**config.mk**
```make
export PLATFORM = sky130hd
export DESIGN_NAME = i2c_wr_slave
export DESIGN_NICKNAME = d
export VERILOG_FILES = /design/src/rtl/i2c_wr_pkg.sv /design/src/rtl/i2c_wr_sync.sv /design/src/rtl/i2c_wr_addr_sel.sv /design/src/rtl/i2c_wr_engine.sv /design/src/rtl/i2c_wr_slave.sv
export SDC_FILE = /design/constraint.sdc
export NUM_CORES = 1
export LEC_CHECK = 0
export BUFFER_PORTS_ARGS = -buffer_cell sky130_fd_sc_hd__buf_2
export CAP_MARGIN = 20
export CELL_PAD_IN_SITES_DETAIL_PLACEMENT = 0
export CELL_PAD_IN_SITES_GLOBAL_PLACEMENT = 2
export CORE_MARGIN = 2
export CORE_UTILIZATION = 35
export DETAILED_ROUTE_END_ITERATION = 12
export PLACE_DENSITY = 0.83
export SETUP_SLACK_MARGIN = 0.2
export SLEW_MARGIN = 20
export SYNTH_ARGS = -nofsm -noshare
export SYNTH_HDL_FRONTEND = slang
export SYNTH_HIERARCHICAL = 1
export SYNTH_SLANG_ARGS = --single-unit
```
**constraint.sdc**
```tcl
create_clock -name clk -period 1.8 [get_ports clk]
set_input_delay 0.18 -clock clk [delete_from_list [all_inputs] [get_ports clk]]
set_output_delay 0.18 -clock clk [all_outputs]
set_load 0.02 [all_outputs]
```
**src/rtl/i2c_wr_pkg.sv**
```systemverilog
package i2c_wr_pkg;
   localparam int BYTE_W = 8;

   typedef enum logic [1:0] {
      PH_IDLE = 2'd0,
      PH_DEV  = 2'd1,
      PH_SUB  = 2'd2,
      PH_DATA = 2'd3
   } phase_e;
endpackage

```
**src/rtl/i2c_wr_sync.sv**
```systemverilog
// Two-stage (parameterised) synchroniser plus bus-edge and START/STOP detection.
module i2c_wr_sync #(
   parameter int STAGES = 2
) (
   input  logic clk,
   input  logic rst_n,
   input  logic scl_i,
   input  logic sda_i,
   output logic sda_s,
   output logic scl_rise,
   output logic scl_fall,
   output logic start_det,
   output logic stop_det
);
   logic [STAGES-1:0] scl_q;
   logic [STAGES-1:0] sda_q;
   logic              scl_d;
   logic              sda_d;
   logic              scl_s;

   generate
      if (STAGES == 1) begin : g_single
         always_ff @(posedge clk or negedge rst_n) begin
            if (!rst_n) begin
               scl_q <= '1;
               sda_q <= '1;
            end else begin
               scl_q <= scl_i;
               sda_q <= sda_i;
            end
         end
      end else begin : g_chain
         always_ff @(posedge clk or negedge rst_n) begin
            if (!rst_n) begin
               scl_q <= '1;
               sda_q <= '1;
            end else begin
               scl_q <= {scl_q[STAGES-2:0], scl_i};
               sda_q <= {sda_q[STAGES-2:0], sda_i};
            end
         end
      end
   endgenerate

   assign scl_s = scl_q[STAGES-1];
   assign sda_s = sda_q[STAGES-1];

   always_ff @(posedge clk or negedge rst_n) begin
      if (!rst_n) begin
         scl_d <= 1'b1;
         sda_d <= 1'b1;
      end else begin
         scl_d <= scl_s;
         sda_d <= sda_s;
      end
   end

   assign scl_rise  = scl_s & ~scl_d;
   assign scl_fall  = ~scl_s & scl_d;
   assign start_det = scl_s & scl_d & sda_d & ~sda_s;
   assign stop_det  = scl_s & scl_d & ~sda_d & sda_s;
endmodule

```
**src/rtl/i2c_wr_addr_sel.sv**
```systemverilog
// Maps the encoded strap to the device address byte; optional register stage.
module i2c_wr_addr_sel #(
   parameter logic [7:0] ADDR_LOW  = 8'hD6,
   parameter logic [7:0] ADDR_OPEN = 8'hDC,
   parameter logic [7:0] ADDR_HIGH = 8'hDE,
   parameter bit         REG_STRAP = 1'b0
) (
   input  logic       clk,
   input  logic       rst_n,
   input  logic [1:0] strap_i,
   output logic [7:0] dev_addr
);
   logic [7:0] pick;

   always_comb begin
      unique case (strap_i)
         2'b01:   pick = ADDR_OPEN;
         2'b10:   pick = ADDR_HIGH;
         default: pick = ADDR_LOW;
      endcase
   end

   generate
      if (REG_STRAP) begin : g_reg
         always_ff @(posedge clk or negedge rst_n) begin
            if (!rst_n) dev_addr <= ADDR_LOW;
            else        dev_addr <= pick;
         end
      end else begin : g_comb
         assign dev_addr = pick;
      end
   endgenerate
endmodule

```
**src/rtl/i2c_wr_engine.sv**
```systemverilog
// Byte engine: shifts bits, judges each byte, drives ack and the write strobe.
module i2c_wr_engine
   import i2c_wr_pkg::*;
#(
   parameter int ADDR_W = 5
) (
   input  logic              clk,
   input  logic              rst_n,
   input  logic              sda_s,
   input  logic              scl_rise,
   input  logic              scl_fall,
   input  logic              start_det,
   input  logic              stop_det,
   input  logic [7:0]        dev_addr,
   output logic              sda_oe,
   output logic              wr_en,
   output logic [ADDR_W-1:0] wr_addr,
   output logic [7:0]        wr_data
);
   localparam int CNT_W = $clog2(BYTE_W + 1);
   localparam logic [CNT_W-1:0] FULL = CNT_W'(BYTE_W);

   phase_e            phase;
   logic [CNT_W-1:0]  bitcnt;
   logic [7:0]        shreg;
   logic              ack_ph;
   logic [ADDR_W-1:0] ptr;
   logic              dev_hit;

   assign dev_hit = (shreg[7:1] == dev_addr[7:1]) && !shreg[0];

   always_ff @(posedge clk or negedge rst_n) begin
      if (!rst_n) begin
         phase   <= PH_IDLE;
         bitcnt  <= '0;
         shreg   <= '0;
         ack_ph  <= 1'b0;
         ptr     <= '0;
         sda_oe  <= 1'b0;
         wr_en   <= 1'b0;
         wr_addr <= '0;
         wr_data <= '0;
      end else begin
         wr_en <= 1'b0;
         if (start_det) begin
            phase  <= PH_DEV;
            bitcnt <= '0;
            ack_ph <= 1'b0;
            sda_oe <= 1'b0;
         end else if (stop_det) begin
            phase  <= PH_IDLE;
            bitcnt <= '0;
            ack_ph <= 1'b0;
            sda_oe <= 1'b0;
         end else if (phase != PH_IDLE) begin
            if (scl_rise && !ack_ph && bitcnt != FULL) begin
               shreg  <= {shreg[6:0], sda_s};
               bitcnt <= bitcnt + 1'b1;
            end else if (scl_fall) begin
               if (ack_ph) begin
                  ack_ph <= 1'b0;
                  sda_oe <= 1'b0;
                  bitcnt <= '0;
                  if (phase == PH_DEV)      phase <= PH_SUB;
                  else if (phase == PH_SUB) phase <= PH_DATA;
               end else if (bitcnt == FULL) begin
                  unique case (phase)
                     PH_DEV: begin
                        if (dev_hit) begin
                           ack_ph <= 1'b1;
                           sda_oe <= 1'b1;
                        end else begin
                           phase <= PH_IDLE;
                        end
                     end
                     PH_SUB: begin
                        ptr    <= shreg[ADDR_W-1:0];
                        ack_ph <= 1'b1;
                        sda_oe <= 1'b1;
                     end
                     PH_DATA: begin
                        wr_en   <= 1'b1;
                        wr_addr <= ptr;
                        wr_data <= shreg;
                        ptr     <= ptr + 1'b1;
                        ack_ph  <= 1'b1;
                        sda_oe  <= 1'b1;
                     end
                     default: phase <= PH_IDLE;
                  endcase
               end
            end
         end
      end
   end
endmodule

```
**src/rtl/i2c_wr_slave.sv**
```systemverilog
module i2c_wr_slave #(
   parameter int         ADDR_W      = 5,
   parameter int         SYNC_STAGES = 2,
   parameter bit         REG_STRAP   = 1'b0,
   parameter logic [7:0] ADDR_LOW    = 8'hD6,
   parameter logic [7:0] ADDR_OPEN   = 8'hDC,
   parameter logic [7:0] ADDR_HIGH   = 8'hDE
) (
   input  logic              clk,
   input  logic              rst_n,
   input  logic              scl_i,
   input  logic              sda_i,
   input  logic [1:0]        strap_i,
   output logic              sda_oe_o,
   output logic              wr_en_o,
   output logic [ADDR_W-1:0] wr_addr_o,
   output logic [7:0]        wr_data_o
);
   initial begin
      if (ADDR_W < 1 || ADDR_W > 8)
         $fatal(1, "ADDR_W must lie in 1..8");
      if (SYNC_STAGES < 1)
         $fatal(1, "SYNC_STAGES must be at least 1");
      if (ADDR_LOW[0] || ADDR_OPEN[0] || ADDR_HIGH[0])
         $fatal(1, "device address bytes need bit 0 clear");
   end

   logic       sda_s;
   logic       scl_rise;
   logic       scl_fall;
   logic       start_det;
   logic       stop_det;
   logic [7:0] dev_addr;

   i2c_wr_sync #(.STAGES(SYNC_STAGES)) u_sync (
      .clk       (clk),
      .rst_n     (rst_n),
      .scl_i     (scl_i),
      .sda_i     (sda_i),
      .sda_s     (sda_s),
      .scl_rise  (scl_rise),
      .scl_fall  (scl_fall),
      .start_det (start_det),
      .stop_det  (stop_det)
   );

   i2c_wr_addr_sel #(
      .ADDR_LOW  (ADDR_LOW),
      .ADDR_OPEN (ADDR_OPEN),
      .ADDR_HIGH (ADDR_HIGH),
      .REG_STRAP (REG_STRAP)
   ) u_addr (
      .clk      (clk),
      .rst_n    (rst_n),
      .strap_i  (strap_i),
      .dev_addr (dev_addr)
   );

   i2c_wr_engine #(.ADDR_W(ADDR_W)) u_eng (
      .clk       (clk),
      .rst_n     (rst_n),
      .sda_s     (sda_s),
      .scl_rise  (scl_rise),
      .scl_fall  (scl_fall),
      .start_det (start_det),
      .stop_det  (stop_det),
      .dev_addr  (dev_addr),
      .sda_oe    (sda_oe_o),
      .wr_en     (wr_en_o),
      .wr_addr   (wr_addr_o),
      .wr_data   (wr_data_o)
   );
endmodule

```
# --- Word level (Yosys, flattened, before mapping) ---
# Cells that the tools add are included.
totals:
  regBits: 41
  output_inout_bits: 15
  elab_cells: 109
classes:
  add_sub_neg: 2
  n_eq_ne: 13
  mux: 45
  n_bitwise: 15
  reduce_logical: 21
ops:
  columns: ["operator", "count"]
  rows:
  - ["1-bit two-way mux", 24]
  - ["4-bit two-way mux", 6]
  - ["2-bit two-way mux", 10]
  - ["8-bit AND reduction", 2]
  - ["4-bit nonzero test", 3]
  - ["5-bit case mux with 2 select lines", 1]
  - ["1-bit inverter", 8]
  - ["4-bit case mux with 2 select lines", 1]
  - ["1-bit bitwise AND", 7]
  - ["7-bit == test", 1]
  - ["7-bit AND reduction", 1]
  - ["2-bit == test (second input constant)", 3]
  - ["3-bit AND reduction", 2]
  - ["6-bit AND reduction", 1]
  - ["3-bit nonzero test", 2]
  - ["5-bit by 1-bit adder with 5-bit output (second input constant)", 1]
  - ["5-bit by 3-bit != test with 1-bit output (second input constant)", 1]
  - ["5-bit by 4-bit != test with 1-bit output (second input constant)", 1]
  - ["5-bit != test (second input constant)", 1]
  - ["5-bit nonzero test", 1]
  - ["4-bit by 1-bit adder with 4-bit output (second input constant)", 1]
  - ["2-bit by 1-bit == test with 1-bit output (second input constant)", 2]
  - ["4-bit == test (second input constant)", 1]
  - ["4-bit by 1-bit != test with 1-bit output (second input constant)", 1]
  - ["other kinds (9)", 14]

# --- Depth between registers and ports, before layout ---
# Gate-level depths: netlist of the first run.
depth:
  depth_word: 13
  ltp_mapped: 7
  ltp_nobuf: 7

# --- Cells and area by module ---
# The synthesis of the first run kept the hierarchy.
modules_own_cells:
  columns: ["module", "instances", "cells_each", "area_per_inst_um2"]
  rows:
  - ["i2c_wr_engine", 1, 143, 1722.9]
  - ["i2c_wr_sync", 1, 10, 190.2]
  - ["i2c_wr_addr_sel", 1, 12, 76.3]

# --- Least setup slack after synthesis of the first run ---
# OpenSTA, ideal clock, no wires.
synth_path:
  path_kind: "flip-flop to flip-flop"
  startpoint: "reg u_sync.sda_d"
  endpoint: "reg u_eng.wr_addr[2]"
  t_arrival_ns: 1.638
  required_ns: 1.675
  path_slack_ns: 0.038
  stages_incl_launch_ff: 6
  n_path_buf: 1
  cell_sequence: "dfstp_2 -> and4b_1 -> nor3_4 -> nand4_4 -> buf_6 -> mux2_2"
synth_via:
  elab_chain_cells: 5
  word_cells_on_any_way: 8
  cone_classes: "7 x bitwise; 1 x reduce/logical"
synth_lines:
  columns: ["element", "line_no", "text"]
  rows:
  - ["start, declared", "i2c_wr_sync.sv:18", "logic sda_d;"]
  - ["start signal, assigned", "i2c_wr_sync.sv:54", "sda_d <= sda_s;"]
  - ["1-bit inverter", "i2c_wr_sync.sv:61", "assign stop_det = scl_s & scl_d & ~sda_d & sda_s;"]
  - ["1-bit bitwise AND (2 in series)", "i2c_wr_sync.sv:61", null]
  - ["named net stop_det", "i2c_wr_slave.sv:32", "logic stop_det;"]
  - ["1-bit inverter (no line)", null, null]
  - ["8-bit AND reduction (no line)", null, null]
  - ["end signal, assigned", "i2c_wr_engine.sv:83", "wr_addr <= ptr;"]
  - ["end, declared", "i2c_wr_engine.sv:17", "output logic [ADDR_W-1:0] wr_addr,"]
# The timed path passes the listed nets, and every way through them passes these cells.
# A chain may end at the register's enable or synchronous reset.

# --- Worst setup path after layout of the first run ---
layout_path:
  startpoint: "reg u_sync.sda_d"
  endpoint: "reg u_eng.ptr[0]"
layout_via:
  elab_chain_cells: 5
  word_cells_on_any_way: 8
  cone_classes: "7 x bitwise; 1 x reduce/logical"
layout_lines:
  columns: ["element", "line_no", "text"]
  rows:
  - ["1-bit inverter", "i2c_wr_sync.sv:61", null]
  - ["1-bit bitwise AND (2 in series)", "i2c_wr_sync.sv:61", null]
  - ["named net stop_det", "i2c_wr_slave.sv:32", null]
  - ["1-bit inverter (no line)", null, null]
  - ["8-bit AND reduction (no line)", null, null]
  - ["end signal, assigned", "i2c_wr_engine.sv:77", "ptr <= shreg[ADDR_W-1:0];"]
  - ["end signal, assigned", "i2c_wr_engine.sv:85", "ptr <= ptr + 1'b1;"]
  - ["end, declared", "i2c_wr_engine.sv:27", "logic [ADDR_W-1:0] ptr;"]
# The timed path passes the listed nets, and every way through them passes these cells.

==> results.md, run 1 <==
* CP cell instances: and4b_2 > nor3_4 > buf_6 > buf_12 > nand4_4 > mux2_2
* Die area at 0.006281 sq mm
* Core region area at 0.005473 sq mm
* Layout cells sized above 1 at 46.70%
* Pwr Density at 808.5 mW/mm^2
* Worst R2R Start: u_sync/sda_d
* Area delta synth->final at 28.85%
* Period utilization at 102.2%
* Max Freq at 0.5435 GHz
* Routed WL at 3.827 mm
* GRT Util Overall at 13.53%
* Sink Count at 41
* First-pass GRT wire length at 6.630 mm
* Cell family with most CP delay: simple AND/OR/NAND/NOR gates
* Clk Latency, worst-skew pair at 0.29 ns
* Tmin final at 1.840 ns
* Mapped Cells at 164
* CTS H-tree depth at 2
* Max Slew Vio Count at 0
* Router iterations before antenna repair at 4
* GPL Wtd Cong at 0.7561
* CP Launch Type: register
* Pin count of the biggest net entering global routing at 23
* DIE HEIGHT at 79.25 microns
* CTS Buf Count at 5
* Reg2Reg Depth at 6
* Cell row count at 27
* CTS clk-pin slew, worst paths at 0.07 ns
* Most frequent cells in the layout: dfrtp_1, mux2_2, buf_2, buf_4, inv_1
* Grt ovf at 0
* Vias in the first global route at 1389
* Run status: finished with violations
* Die Span X at 79.25 microns
* Internal power at 1519 uW
* Ant diodes at 0
* Hold Vio Cnt, Final at 0
* CTS tree: done
* Failing checks: setup timing
* Switching part of the total power at 26.41%
* Worst endpoint data arrival time at 2.01 ns
* Worst endpoint required time at 1.97 ns
* Peak supply drop at 405.7 uV
* Fin worst setup slack at -0.03980 ns
* Root buf cell: clkbuf_8
* CP Capture Type: register
* Final Skew at 0.003808 ns
* CP Max Fanout at 5
* Crit Path Category: register to register
* Io pins at 21
* DRC errors left at 0
* RSZ-0062 raised after global routing: true
* Leakage at 0.001271 uW
* Starting Density at 36.21%
* Wl on met1 at 1.799 mm
* Synth warn at 6
* Mean Syn Cell Area at 12.08 sq um
* Routed Antenna Nets at 0
* Number of max-cap violations at 0
* DR vias/cell at 4.799
* Slowest-stage cell, CP: dfstp_2
* Initial DRC Count at 63
* Hold endpoint: u_sync/sda_q[1]
* Dpl hpwl at 2.637 mm
* Clock buffer depth at 2
* CP Launch Point: u_sync/sda_d
* Final setup fails at 15
* CP peak stage delay at 0.52 ns
* Critical R2R Capture: u_eng/ptr[0]
* DR top layer: met4
* Place WS at -0.06444 ns
* Number of fill cells at 524
* Commonest non-fill, non-tap cell in the layout: dfrtp_1
* Worst Hold Class: register to register
* Initial antenna violation count at 0
* Hold Path Origin: u_sync/sda_q[0]
* Part of the power in registers at 53.9%
* Routed WL per cell at 13.48 microns
* Clk network pwr share at 29.4%
* Port Buffers at 20
* Cell Area, Synth at 0.001982 sq mm
* Combinational power share at 16.6%
* Reg2reg setup slack at -0.04 ns
* Met3 WL post-DR at 123 microns
* Final nets at 221
* Sw power at 545.4 uW
* WL met2 at 1.849 mm
* Hold Crit Depth at 0
* Bufs and invs on worst path at 2
* Core Util, Final at 46.66%
* Vias at 1363
[power groups by stage]
stage	registers, uW	logic (uW)	clock network, uW
3_5_place_dp	1130	299	0
5_1_grt	1130	384	672
2_1_floorplan	1100	213	0
6_report	1110	343	608
3_3_place_gp	1130	290	0
4_1_cts	1120	334	631
[registers in the layout (all words and copies together) (netlist names)]
signal	cells
u_eng/wr_addr	5
u_eng/shreg	8
u_eng/wr_en	1
u_sync/scl_d	1
u_eng/phase	2
u_sync/sda_q	2
u_sync/scl_q	2
u_eng/sda_oe	1
u_eng/ptr	5
u_eng/wr_data	8
u_sync/sda_d	1
u_eng/bitcnt	4
u_eng/ack_ph	1
[layer usage]
metal,global-route usage [%],vias to the layer above
li1,-,671
met1,18.25,666
met2,21.19,19
met3,3.409,7
met4,4.655,0
met5,0,-
[worst max path at each step]
stage | end | slack [ns] | cells after the start
floorplan | u_eng/shreg[0] | 0.04 | 5
CTS | u_eng/ack_ph | -0.04 | 5
global route | u_eng/ptr[0] | -0.12 | 6
finish | u_eng/ptr[0] | -0.04 | 6
detailed placement | u_eng/shreg[4] | -0.06 | 5
global placement | u_eng/phase[1] | 0.009 | 5
[metrics by stage]
step                cells  hold WS, ns  TNS [ns]  total power [uW]  area, sq um
finish                284       0.3572   -0.1783              2065         2554
global route          284       0.3625    -2.630              2189         2554
CTS                   280       0.3583   -0.4711              2081         2484
detailed placement    262       0.1792   -0.5250              1432         2217
global placement      262       0.1754         0              1422         2217
floorplan             167      -0.1156         0              1312         2001
[worst register-to-register path, cell delays in order, from the launching register on]
cell and delay, ns:
dfstp_2 0.52, and4b_2 0.26, nor3_4 0.25, buf_6 0.15, buf_12 0.10, nand4_4 0.14
mux2_2 0.31
[final cells by class]
type                            count  area (sq um)  share of cell area (%)
Clock buffer                        8         90.09                   3.528
Multi-Input combinational cell    107         958.4                   37.53
Tap cell                           72         90.09                   3.528
Timing Repair Buffer               45         339.1                   13.28
Inverter                           11         41.29                   1.617
Sequential cell                    41          1035                   40.52
[repair_timing]
| item | CTS | global route |
|---|---|---|
| gates cloned | 1 | 0 |
| endpoints found under the setup margin | 34 | 35 |
| hold endpoints to repair | 17 | 0 |
| resized for setup | 21 | 11 |
| buffers inserted | 6 | 4 |
| hold buffers | 3 | 0 |
| pin swaps | 8 | 8 |
No activity file was read; power rests on OpenSTA's default activity.
==> run 2, diff against run 1 <==
CORE_MARGIN = 1   (was 2)
==> results.md, run 2 (synthesis gave the netlist of run 1 again) <==
* Run status: finished with violations
* Failing checks: setup timing
* Peak supply drop at 497.3 uV
* DIE HEIGHT at 77.25 microns
* Tmin final at 1.860 ns
* Sink Count at 41
* CTS Buf Count at 5
* Hold Vio Cnt, Final at 0
* Area occupied by multi-input gates at 939.7 sq um
* Largest regs: u_eng/shreg: 8 flops, u_eng/wr_data: 8 flops
* Clock buffer depth at 2
* Hold Path Origin: u_sync/scl_q[0]
* DR vias/cell at 4.947
* Root buf cell: clkbuf_8
* Hold_ws at 0.3593 ns
* Routed WL per cell at 13.91 microns
* Leakage at 0.001286 uW
* Critical R2R Capture: u_eng/wr_data[3]
* Place WS at 0.005908 ns
* CTS tree: done
* Port Buffers at 20
* Cell Area, Placed at 0.002215 sq mm
* GRT Util Overall at 13.88%
* Die area at 0.005968 sq mm
* Core region area at 0.005473 sq mm
* Grt ovf at 0
* Worst Hold Class: register to register
* CP Capture Type: register
* Io pins at 21
* Final nets at 223
* Worst R2R Start: u_sync/sda_q[1]
* Commonest non-fill, non-tap cell in the layout: dfrtp_1
* Worst Tran Pin Value at 0.5075 ns
* Vias at 1410
* Ant diodes at 0
* Hold Crit Depth at 0
* Finished Cell Area at 0.002560 sq mm
* GPL Wtd Cong at 0.7371
* Hold endpoint: u_sync/scl_q[1]
* Period utilization at 103.3%
* Initial DRC Count at 51
* Pin count of the biggest net entering global routing at 22
* Worst endpoint data arrival time at 2.03 ns
* Final Skew at 0.004399 ns
* Max Slew Vio Count at 0
* Die Span X at 77.25 microns
* Dpl hpwl at 2.468 mm
* DRC errors left at 0
* First-pass GRT wire length at 6.458 mm
* Layout cells sized above 1 at 48.36%
* Relative slew margins at 66.17%
* CP Launch Type: register
* Routed Antenna Nets at 0
* Reg2Reg Depth at 6
* CTS clk-pin slew, worst paths at 0.07 ns
* Cell row count at 27
* CTS H-tree depth at 2
* Worst endpoint required time at 1.97 ns
* Starting Density at 36.21%
* RSZ-0062 raised after global routing: true
* Reg2reg setup slack at -0.06 ns
* Initial antenna violation count at 0
* Sequential cell area at 0.001033 sq mm
* Clk Latency, worst-skew pair at 0.29 ns
* Crit Path Category: register to register
* Final setup fails at 26
* CP Max Fanout at 14
* Area delta synth->final at 29.17%
* Max Freq at 0.5376 GHz
* Most frequent cells in the layout: dfrtp_1, mux2_2, buf_2, buf_4, inv_1
* Routed WL at 3.965 mm
* Router iterations before antenna repair at 4
* Number of max-cap violations at 0
* Fin worst setup slack at -0.06022 ns
* Number of fill cells at 524
* Vias in the first global route at 1377
* Pwr Density at 803.2 mW/mm^2
-- run 2: timing repair --
action                                  in CTS  in global routing
resized for setup                           11                 25
endpoints found under the setup margin      34                 35
setup buffers                                8                  7
hold endpoints to repair                    16                  0
hold buffers                                 3                  0
pin swaps                                    2                 10
-- run 2: cell type report --
cell class / count / share of cell area (%)
well taps: 72 / 3.519
inverters: 11 / 1.613
multi-input cells: 106 / 36.71
flip-flops and latches: 41 / 40.37
clock buffers: 7 / 3.372
repair buffers: 48 / 14.42
-- run 2: metrics by stage --
| step | cells | power [uW] | TNS (ns) | util (%) |
|---|---|---|---|---|
| floorplan | 167 | 1312 | 0 | - |
| global route | 285 | 2180 | -2.293 | 46.78 |
| global placement | 260 | 1409 | 0 | 40.47 |
| finish | 285 | 2056 | -1.021 | 46.78 |
| detailed placement | 260 | 1413 | 0 | 40.47 |
| CTS | 278 | 2029 | 0 | 44.22 |
-- run 2: routing by layer --
layer,track usage [%],vias up,part of all wire (%),routed length [microns]
met2,22.21,31,49,1954
met5,0,-,0,0
met1,17.99,705,45,1796
met3,4.048,7,4.2,166
met4,4.340,0,1.2,47
li1,-,667,-,-
-- run 2: worst max-delay path by stage --
stage	endpoint	from
detailed placement	u_eng/ptr[0]	u_sync/sda_d
CTS	u_eng/wr_addr[4]	u_sync/sda_d
global placement	u_eng/shreg[2]	u_sync/sda_d
floorplan	u_eng/shreg[0]	u_sync/sda_d
finish	u_eng/wr_data[3]	u_sync/sda_q[1]
global route	u_eng/wr_data[2]	u_sync/sda_q[1]
-- run 2: report_power, final --
part           switching [uW]  internal (uW)  leakage, uW
sequential                113           1010     0.000546
combinational             141            202     0.000695
clock                     288            304    0.0000443
-- run 2: critical path, stage by stage, from the launching register on --
cell     delay (ns)
dfstp_2        0.53
and4b_2        0.26
nor3_4         0.25
buf_6          0.15
nand4_4        0.10
buf_12         0.17
mux2_2         0.27
